## src/rtl/mrtw_pkg.sv

```systemverilog
package mrtw_pkg;

  // radix of time digit j: the low s1 digits use r1, the rest r2
  function automatic int time_radix(int j, int r1, int r2, int s1);
    return (j < s1) ? r1 : r2;
  endfunction

  // radix of frequency digit i: the low s2 digits use r2, the rest r1
  function automatic int freq_radix(int i, int r1, int r2, int s2);
    return (i < s2) ? r2 : r1;
  endfunction

  // positional weight of time digit j
  function automatic int time_weight(int j, int r1, int r2, int s1);
    int w;
    w = 1;
    for (int t = 0; t < j; t++) w = w * time_radix(t, r1, r2, s1);
    return w;
  endfunction

  // positional weight of frequency digit i
  function automatic int freq_weight(int i, int r1, int r2, int s2);
    int w;
    w = 1;
    for (int t = 0; t < i; t++) w = w * freq_radix(t, r1, r2, s2);
    return w;
  endfunction

endpackage

```

## src/rtl/mrtw_beta.sv

```systemverilog
// Base exponent from the upper counter digits, read in reversed order.
module mrtw_beta #(
  parameter int R1 = 3,
  parameter int R2 = 2,
  parameter int S1 = 1,
  parameter int S2 = 2,
  parameter int DW = 2,
  parameter int SW = 2,
  parameter int BW = 7,
  localparam int S = S1 + S2
) (
  input  logic [SW-1:0]       stage,
  input  logic [(S-1)*DW-1:0] hi_digits,   // C(S-1)..C1, C1 at the bottom
  output logic [BW-1:0]       beta,
  output logic                stage_ok
);

  logic [BW-1:0] term [S-1];
  logic [BW-1:0] stw  [S];
  logic [BW-1:0] bsum;
  logic [BW-1:0] sel_w;

  // frequency digit k_i is counter digit C(S-1-i); it counts from stage i+2 on
  for (genvar i = 0; i < S - 1; i++) begin : g_term
    localparam int FW = mrtw_pkg::freq_weight(i, R1, R2, S2);
    logic [BW-1:0] dig;
    assign dig     = BW'(hi_digits[(S-2-i)*DW +: DW]);
    assign term[i] = (stage >= SW'(i + 2)) ? dig * BW'(FW) : '0;
  end

  // stage m scales by the weight of time digit S-m
  for (genvar m = 1; m <= S; m++) begin : g_stw
    assign stw[m-1] = BW'(mrtw_pkg::time_weight(S - m, R1, R2, S1));
  end

  always_comb begin
    bsum = '0;
    for (int i = 0; i < S - 1; i++) bsum = bsum + term[i];
  end

  always_comb begin
    sel_w    = '0;
    stage_ok = 1'b0;
    for (int m = 1; m <= S; m++) begin
      if (stage == SW'(m)) begin
        sel_w    = stw[m-1];
        stage_ok = 1'b1;
      end
    end
  end

  assign beta = bsum * sel_w;

endmodule

```

## src/rtl/mrtw_scale.sv

```systemverilog
// Operand index times base exponent, with a table-range check.
module mrtw_scale #(
  parameter int DW = 2,
  parameter int BW = 7,
  parameter int AW = 4,
  parameter int N  = 12,
  localparam int PW = BW + DW
) (
  input  logic [DW-1:0] op_idx,
  input  logic [BW-1:0] beta,
  input  logic          stage_ok,
  output logic [AW-1:0] addr,
  output logic          err
);

  logic [PW-1:0] prod;
  logic          over;

  assign prod = PW'(op_idx) * PW'(beta);
  assign over = (prod >= PW'(N));
  assign err  = !stage_ok || over;
  assign addr = err ? '0 : AW'(prod);

endmodule

```

## src/rtl/mrtw_pipe.sv

```systemverilog
// LAT-deep register pipe; the result leaves registered.
module mrtw_pipe #(
  parameter int W   = 5,
  parameter int LAT = 2
) (
  input  logic         clk,
  input  logic         rst,
  input  logic         in_v,
  input  logic [W-1:0] in_d,
  output logic         out_v,
  output logic [W-1:0] out_d
);

  logic         v_q [LAT];
  logic [W-1:0] d_q [LAT];

  always_ff @(posedge clk) begin
    if (rst) begin
      for (int g = 0; g < LAT; g++) begin
        v_q[g] <= 1'b0;
        d_q[g] <= '0;
      end
    end else begin
      v_q[0] <= in_v;
      d_q[0] <= in_d;
      for (int g = 1; g < LAT; g++) begin
        v_q[g] <= v_q[g-1];
        d_q[g] <= d_q[g-1];
      end
    end
  end

  assign out_v = v_q[LAT-1];
  assign out_d = d_q[LAT-1];

endmodule

```

## src/rtl/mrtw_twiddle_agen.sv

```systemverilog
module mrtw_twiddle_agen #(
  parameter int R1  = 3,
  parameter int R2  = 2,
  parameter int S1  = 1,
  parameter int S2  = 2,
  parameter int LAT = 2,
  localparam int S  = S1 + S2,
  localparam int RMAX = (R1 > R2) ? R1 : R2,
  localparam int DW = $clog2(RMAX),
  localparam int SW = $clog2(S + 1),
  localparam int N  = mrtw_pkg::time_weight(S, R1, R2, S1),
  localparam int AW = $clog2(N),
  localparam int BW = AW + DW + 1
) (
  input  logic            clk,
  input  logic            rst,
  input  logic            in_valid,
  input  logic [SW-1:0]   in_stage,
  input  logic [S*DW-1:0] in_digits,
  output logic            tw_valid,
  output logic [AW-1:0]   tw_addr,
  output logic            tw_err
);

  logic [BW-1:0] beta;
  logic          stage_ok;
  logic [AW-1:0] addr_c;
  logic          err_c;

  mrtw_beta #(
    .R1(R1), .R2(R2), .S1(S1), .S2(S2),
    .DW(DW), .SW(SW), .BW(BW)
  ) u_beta (
    .stage    (in_stage),
    .hi_digits(in_digits[S*DW-1:DW]),
    .beta     (beta),
    .stage_ok (stage_ok)
  );

  mrtw_scale #(
    .DW(DW), .BW(BW), .AW(AW), .N(N)
  ) u_scale (
    .op_idx  (in_digits[DW-1:0]),
    .beta    (beta),
    .stage_ok(stage_ok),
    .addr    (addr_c),
    .err     (err_c)
  );

  mrtw_pipe #(
    .W(AW + 1), .LAT(LAT)
  ) u_pipe (
    .clk  (clk),
    .rst  (rst),
    .in_v (in_valid),
    .in_d ({err_c, addr_c}),
    .out_v(tw_valid),
    .out_d({tw_err, tw_addr})
  );

endmodule

```

## config.mk

```make
export PLATFORM = sky130hd
export DESIGN_NAME = mrtw_twiddle_agen
export DESIGN_NICKNAME = d
export VERILOG_FILES = /design/src/rtl/mrtw_pkg.sv /design/src/rtl/mrtw_beta.sv /design/src/rtl/mrtw_scale.sv /design/src/rtl/mrtw_pipe.sv /design/src/rtl/mrtw_twiddle_agen.sv
export SDC_FILE = /design/constraint.sdc
export NUM_CORES = 1
export LEC_CHECK = 0
export ABC_AREA = 1
export ABC_CLOCK_PERIOD_IN_PS = 9900
export BUFFER_PORTS_ARGS = -buffer_cell sky130_fd_sc_hd__buf_4
export CAP_MARGIN = 40
export CORE_MARGIN = 2
export CORE_UTILIZATION = 59
export DETAILED_ROUTE_END_ITERATION = 12
export GPL_TIMING_DRIVEN = 0
export PLACE_DENSITY = 0.83
export REMOVE_ABC_BUFFERS = 1
export SYNTH_ARGS = -nofsm -noshare
export SYNTH_HDL_FRONTEND = slang
export SYNTH_SLANG_ARGS = --single-unit
```

## constraint.sdc

```tcl
create_clock -name clk -period 9.9 [get_ports clk]
set_input_delay 1.98 -clock clk [delete_from_list [all_inputs] [get_ports clk]]
set_output_delay 1.98 -clock clk [all_outputs]
set_load 0.005 [all_outputs]
```

== After elaboration in Yosys (flattened, before gate mapping) ==
Memory sizes are Yosys's and may differ from the RTL's.
Index checks and enable logic that the tools add are counted.

* Bits in registers: 0
* Bits in latches: 0
* Bits in writable memories: 12
* Bits in read-only memories: 0
* Logic and storage cells: 33
* Memories kept: 2

{| class="wikitable"
|+ Memories
! name !! words !! bits a word !! read ports !! clocked after memory_dff !! wr ports !! RTL line !! source
|-
| u_pipe.d_q || 2 || 5 || 2 || 0 || 2 || mrtw_pipe.sv:15 || <nowiki>logic [W-1:0] d_q [LAT];</nowiki>
|-
| u_pipe.v_q || 2 || 1 || 2 || 0 || 2 || mrtw_pipe.sv:14 || <nowiki>logic v_q [LAT];</nowiki>
|}

* $add $sub $neg: 1
* Multipliers: 2
* Divide/modulo/power cells: 0
* $lt $le $gt $ge: 3
* Equal/unequal tests: 3
* Shift operators: 0
* Mux-type cells: 16
* Bitwise logic cells: 4
* Reductions and logical operators: 2

{| class="wikitable"
|+ Operator list
! kind !! number
|-
| $mux 3 || 4
|-
| $mux 5 || 2
|-
| $ge 9x4->1 const B || 1
|-
| $mul 2x7->9 || 1
|-
| $mux 1 || 8
|-
| $add 7x7->7 || 1
|-
| $mul 7x3->7 || 1
|-
| $eq 2x2->1 const B || 2
|-
| $ge 2x2->1 const B || 2
|-
| $mux 4 || 1
|-
| $or 1x1->1 || 4
|-
| $eq 2x1->1 const B || 1
|-
| $mux 2 || 1
|-
| $logic_not 1->1 || 1
|-
| $logic_or 1x1->1 || 1
|}

== Longest topological paths before layout ==
* Depth in word-level cells: 10
* Mapped depth: 21

== Hierarchy ==
A second synthesis with hierarchy kept.

* Cells, all modules: 178
* Area total of the unflattened synthesis: 1188.6 um^2

{| class="wikitable"
|+ By module, submodules not included
! module !! instances !! cells an instance !! area each (um^2) !! seq. area each (um^2)
|-
| mrtw_beta || 1 || 70 || 466.7 || 0.0
|-
| mrtw_pipe || 1 || 42 || 379.1 || 240.2
|-
| mrtw_scale || 1 || 66 || 342.8 || 0.0
|}

== Worst setup path after synthesis ==
Ideal clock, no wire load.

* Path kind: input to register
* From: input in_stage[0]
* To: memory u_pipe.d_q[0][0]
* Setup time: 65 ps
* Arrival time: 5179 ps
* Data required time: 9835 ps
* Setup slack: 4655 ps
* Stages on the path: 20
* Path buffers: 0
* Cell sequence: inv_1 > ha_1 > o21a_1 > ha_1 > ha_1 > inv_1 > nor2_1 > fa_1 > ha_1 > fa_1 > xnor2_1 > nor2_1 > ha_1 > nor2_1 > nand2_1 > nor2_1 > nand2_1 > nor2_2 > nand4_2 > nor2_1

{| class="wikitable"
|+ RTL lines
! item !! RTL line !! source
|-
| from (decl) || mrtw_twiddle_agen.sv:18 || <nowiki>input logic [SW-1:0] in_stage,</nowiki>
|-
| to (decl) || mrtw_pipe.sv:15 ||
|}

==> out/metrics.csv <==
stage,metric,value,unit
timing,clock skew,0.000386,ns
global_route,grt ovf,0,
timing,Setup TNS Final,0,ns
layout,Final Net Count,191,
power,maximum VDD drop,75.1,uV
yosys,Ys Warns,0,
die,Die Wd,45.4,um
worst_setup_path,crit-path max FO,4,
clock_tree,Post-CTS Hold Buffers,0,
die,Core ar.,1560,sq um
timing,final slew viol count,0,
drt,DRC,0,
die,Starting Density,65.0,%
worst_setup_path,CP Class,primary input to register,
global_route,Total GRT Usage,20.4,%
worst_setup_path,crit path launch type,primary input,
worst_setup_path,worst stage delay on the critical path,0.44,ns
hold_path,hold endpoint,u_pipe.d_q[0][5],
placed_design,Cells after DPL,169,
die,Die ar.,2070,sq um
worst_setup_path,Crit path buffers/inverters,3,
timing,period utilisation layout,54.9,%
die,die height,45.4,um
worst_setup_path,flop-to-flop setup slack,9.41,ns
layout,"most common cell after layout, fill and taps aside",inv_1,
drt,Initial DRT Pass Iterations,4,
timing,Max Fclk,184,MHz
drt,WL final,1700,um
hold_path,hold path depth,2,
drt,DRT iter0 DRCs,12,
layout,Layout area overhead,14.1,%
power,Cell Pwr Density,104,nW/um^2
layout,Non-Filler Instances,173,
worst_setup_path,Reg-to-Reg End,u_pipe.v_q[0][1],
drt,Routed WL per cell,9.83,um
worst_setup_path,"Cell Chain, Critical Path",buf_4 > inv_1 > ha_1 > o21a_1 > ha_1 > ha_1 > inv_1 > nor2_1 > fa_1 > ha_1 > fa_1 > xnor2_1 > nor2_1 > ha_1 > nor2_1 > nand2_1 > nor2_1 > nand2_1 > nor2_2 > nand4_2 > nor2_1,
layout,most frequent cells in the layout,"inv_1, nor2_1, nand2_1, ha_1, buf_4",
drt,Vias/cell,4.81,
layout,layout cells sized above 1,14.0,%
layout,antenna diode count,0,
global_route,antenna violations before repair,0,
yosys,Post-Synthesis Cell Area,1010,sq um
yosys,sequential area share after synthesis,23.7,%
timing,RSZ-0062 raised after global routing,no,
clock_tree,# H-tree levels,1,
power,leak pwr,0.726,nW
clock_tree,"Clk pin slew, worst setup/hold paths",0.07,ns
yosys,Yosys reg bits,12,
timing,final setup fails,0,
global_route,first-pass GRT wire length,3020,um
die,Top Ports,17,
global_route,vias in the first global route,821,
placed_design,DPL Wire Length,1510,um
worst_setup_path,crit path DAT,5.65,ns
drt,via count of the routed design,832,
clock_tree,clk buf depth,2,
clock_tree,postcts setup bufs,0,
yosys,Mapped Cells,142,
worst_setup_path,"delay-heaviest family, CP",adder cells,
run,Max-Cap Viols,0,
worst_setup_path,"Req. time, crit path",10.11,ns
placed_design,count of input and output buffers,16,
timing,Final Hold Fails,0,
yosys,Syn Area/Cell,7.14,sq um
clock_tree,CTS tree,yes,
hold_path,min-delay src,u_pipe.d_q[0][0],
die,Cell Rows,14,
placed_design,RD Place Congestion,0.778,
clock_tree,clock latency at the later pin of the worst-skew pair,0.27,ns
worst_setup_path,worst r2r src,u_pipe.v_q[0][0],
global_route,largest net degree at the start of global routing,10,
worst_setup_path,Worst Setup End Kind,register,
yosys,Yosys cell types,18,
timing,"Min Clock Period, post-route",5.44,ns
timing,Least-Margin Pin Slew,0.424,ns
status,status,"finished, final reports clean",
drt,DRT antenna net count,0,
clock_tree,clk sinks,12,
worst_setup_path,reg2reg path depth,2,
worst_setup_path,slowest cell on the critical path,fa_1,
timing,max_slew headroom,71.4,%
hold_path,Worst Hold Class,register to register,
clock_tree,Num CTS Buffers,3,
clock_tree,clk root buf,clkbuf_4,
clock_tree,PostCTS Resize Cnt,0,
[worst max-delay path by stage]
stage | startpoint | end | depth (start not counted) | slack [ns]
after global routing | in_stage[0] | u_pipe.d_q[0][3] | 21 | 4.20
after floorplan | in_stage[0] | u_pipe.d_q[0][0] | 20 | 4.66
final | in_stage[0] | u_pipe.d_q[0][0] | 21 | 4.46
after global placement | in_stage[0] | u_pipe.d_q[0][0] | 21 | 4.30
after detailed placement | in_stage[0] | u_pipe.d_q[0][0] | 21 | 4.21
after CTS | in_stage[0] | u_pipe.d_q[0][0] | 21 | 4.49
[synthesized netlist by cell type]
| library cell | number | area, sq um |
|---|---|---|
| xnor2_1 | 3 | 26.3 |
| nor2_1 | 29 | 109 |
| dfxtp_1 | 12 | 240 |
| nand2_1 | 24 | 90.1 |
| clkbuf_1 | 1 | 3.75 |
| fa_1 | 4 | 80.1 |
| o21ai_0 | 2 | 10.0 |
| inv_1 | 33 | 124 |
| nand4_2 | 1 | 12.5 |
| buf_4 | 4 | 30.0 |
| o21a_1 | 1 | 7.51 |
| ha_1 | 18 | 225 |
| nor3_1 | 1 | 5.00 |
| a21oi_1 | 1 | 5.00 |
| a31oi_1 | 2 | 12.5 |
| or2_0 | 1 | 6.26 |
| nand3_1 | 4 | 20.0 |
| nor2_2 | 1 | 6.26 |
[worst register-to-register path: cells and delay by family, from the launching register on]
| family | cells | cell delay, ns |
|---|---|---|
| buffers and inverters | 1 | 0.04 |
| DFF | 1 | 0.32 |
| and+or+nand+nor | 1 | 0.08 |
[sequential cells by signal (all words and copies together) (netlist names)]
register and cells:
u_pipe.d_q 10, u_pipe.v_q 2
[report_power, final]
group | leakage (nW) | total, mW | internal (mW) | switching [mW]
registers | 0.0979 | 0.0518 | 0.0511 | 0.000748
clock network | 0.0210 | 0.0386 | 0.0224 | 0.0163
logic | 0.608 | 0.0297 | 0.0129 | 0.0168
total | 0.726 | 0.120 | 0.0864 | 0.0338
[final cells by class]
class	count	area (sq um)
multi-input combinational	92	616
fill	120	403
sequential	12	240
inverter	33	124
timing repair buffer	16	120
clock buffer	4	36.3
tap	16	20.0
[cells by family (layout without fill, tap and decap cells)]
group / count (synthesis) / count (layout) / share of synthesized area, %
AOI/OAI and AO/OA: 6 / 6 / 3.46
xor gates and xnor gates: 3 / 3 / 2.59
and+or+nand+nor: 61 / 61 / 24.6
buffers and inverters: 38 / 53 / 15.6
adders and majority gates: 22 / 22 / 30.1
DFF: 12 / 12 / 23.7
[layer usage]
layer	vias to the layer above	GRT usage, %	routed length [um]
li1	448	-	-
met1	356	23.7	762
met2	24	34.4	845
met3	4	5.95	76
met4	0	8.82	18
met5	-	0	0
[per-stage QoR]
| step | power, mW | setup WS (ns) | util [%] | area [sq um] | hold WS [ns] |
|---|---|---|---|---|---|
| after detailed placement | 0.0829 | 4.21 | 71.8 | 1120 | 0.397 |
| after global routing | 0.130 | 4.20 | 74.2 | 1160 | 0.417 |
| after global placement | 0.0813 | 4.30 | 71.8 | 1120 | 0.391 |
| after CTS | 0.122 | 4.49 | 74.2 | 1160 | 0.407 |
| after floorplan | 0.0725 | 4.66 | - | 980 | 0.388 |
| final | 0.120 | 4.46 | 74.2 | 1160 | 0.405 |
No activity file was read; power rests on OpenSTA's default activity.
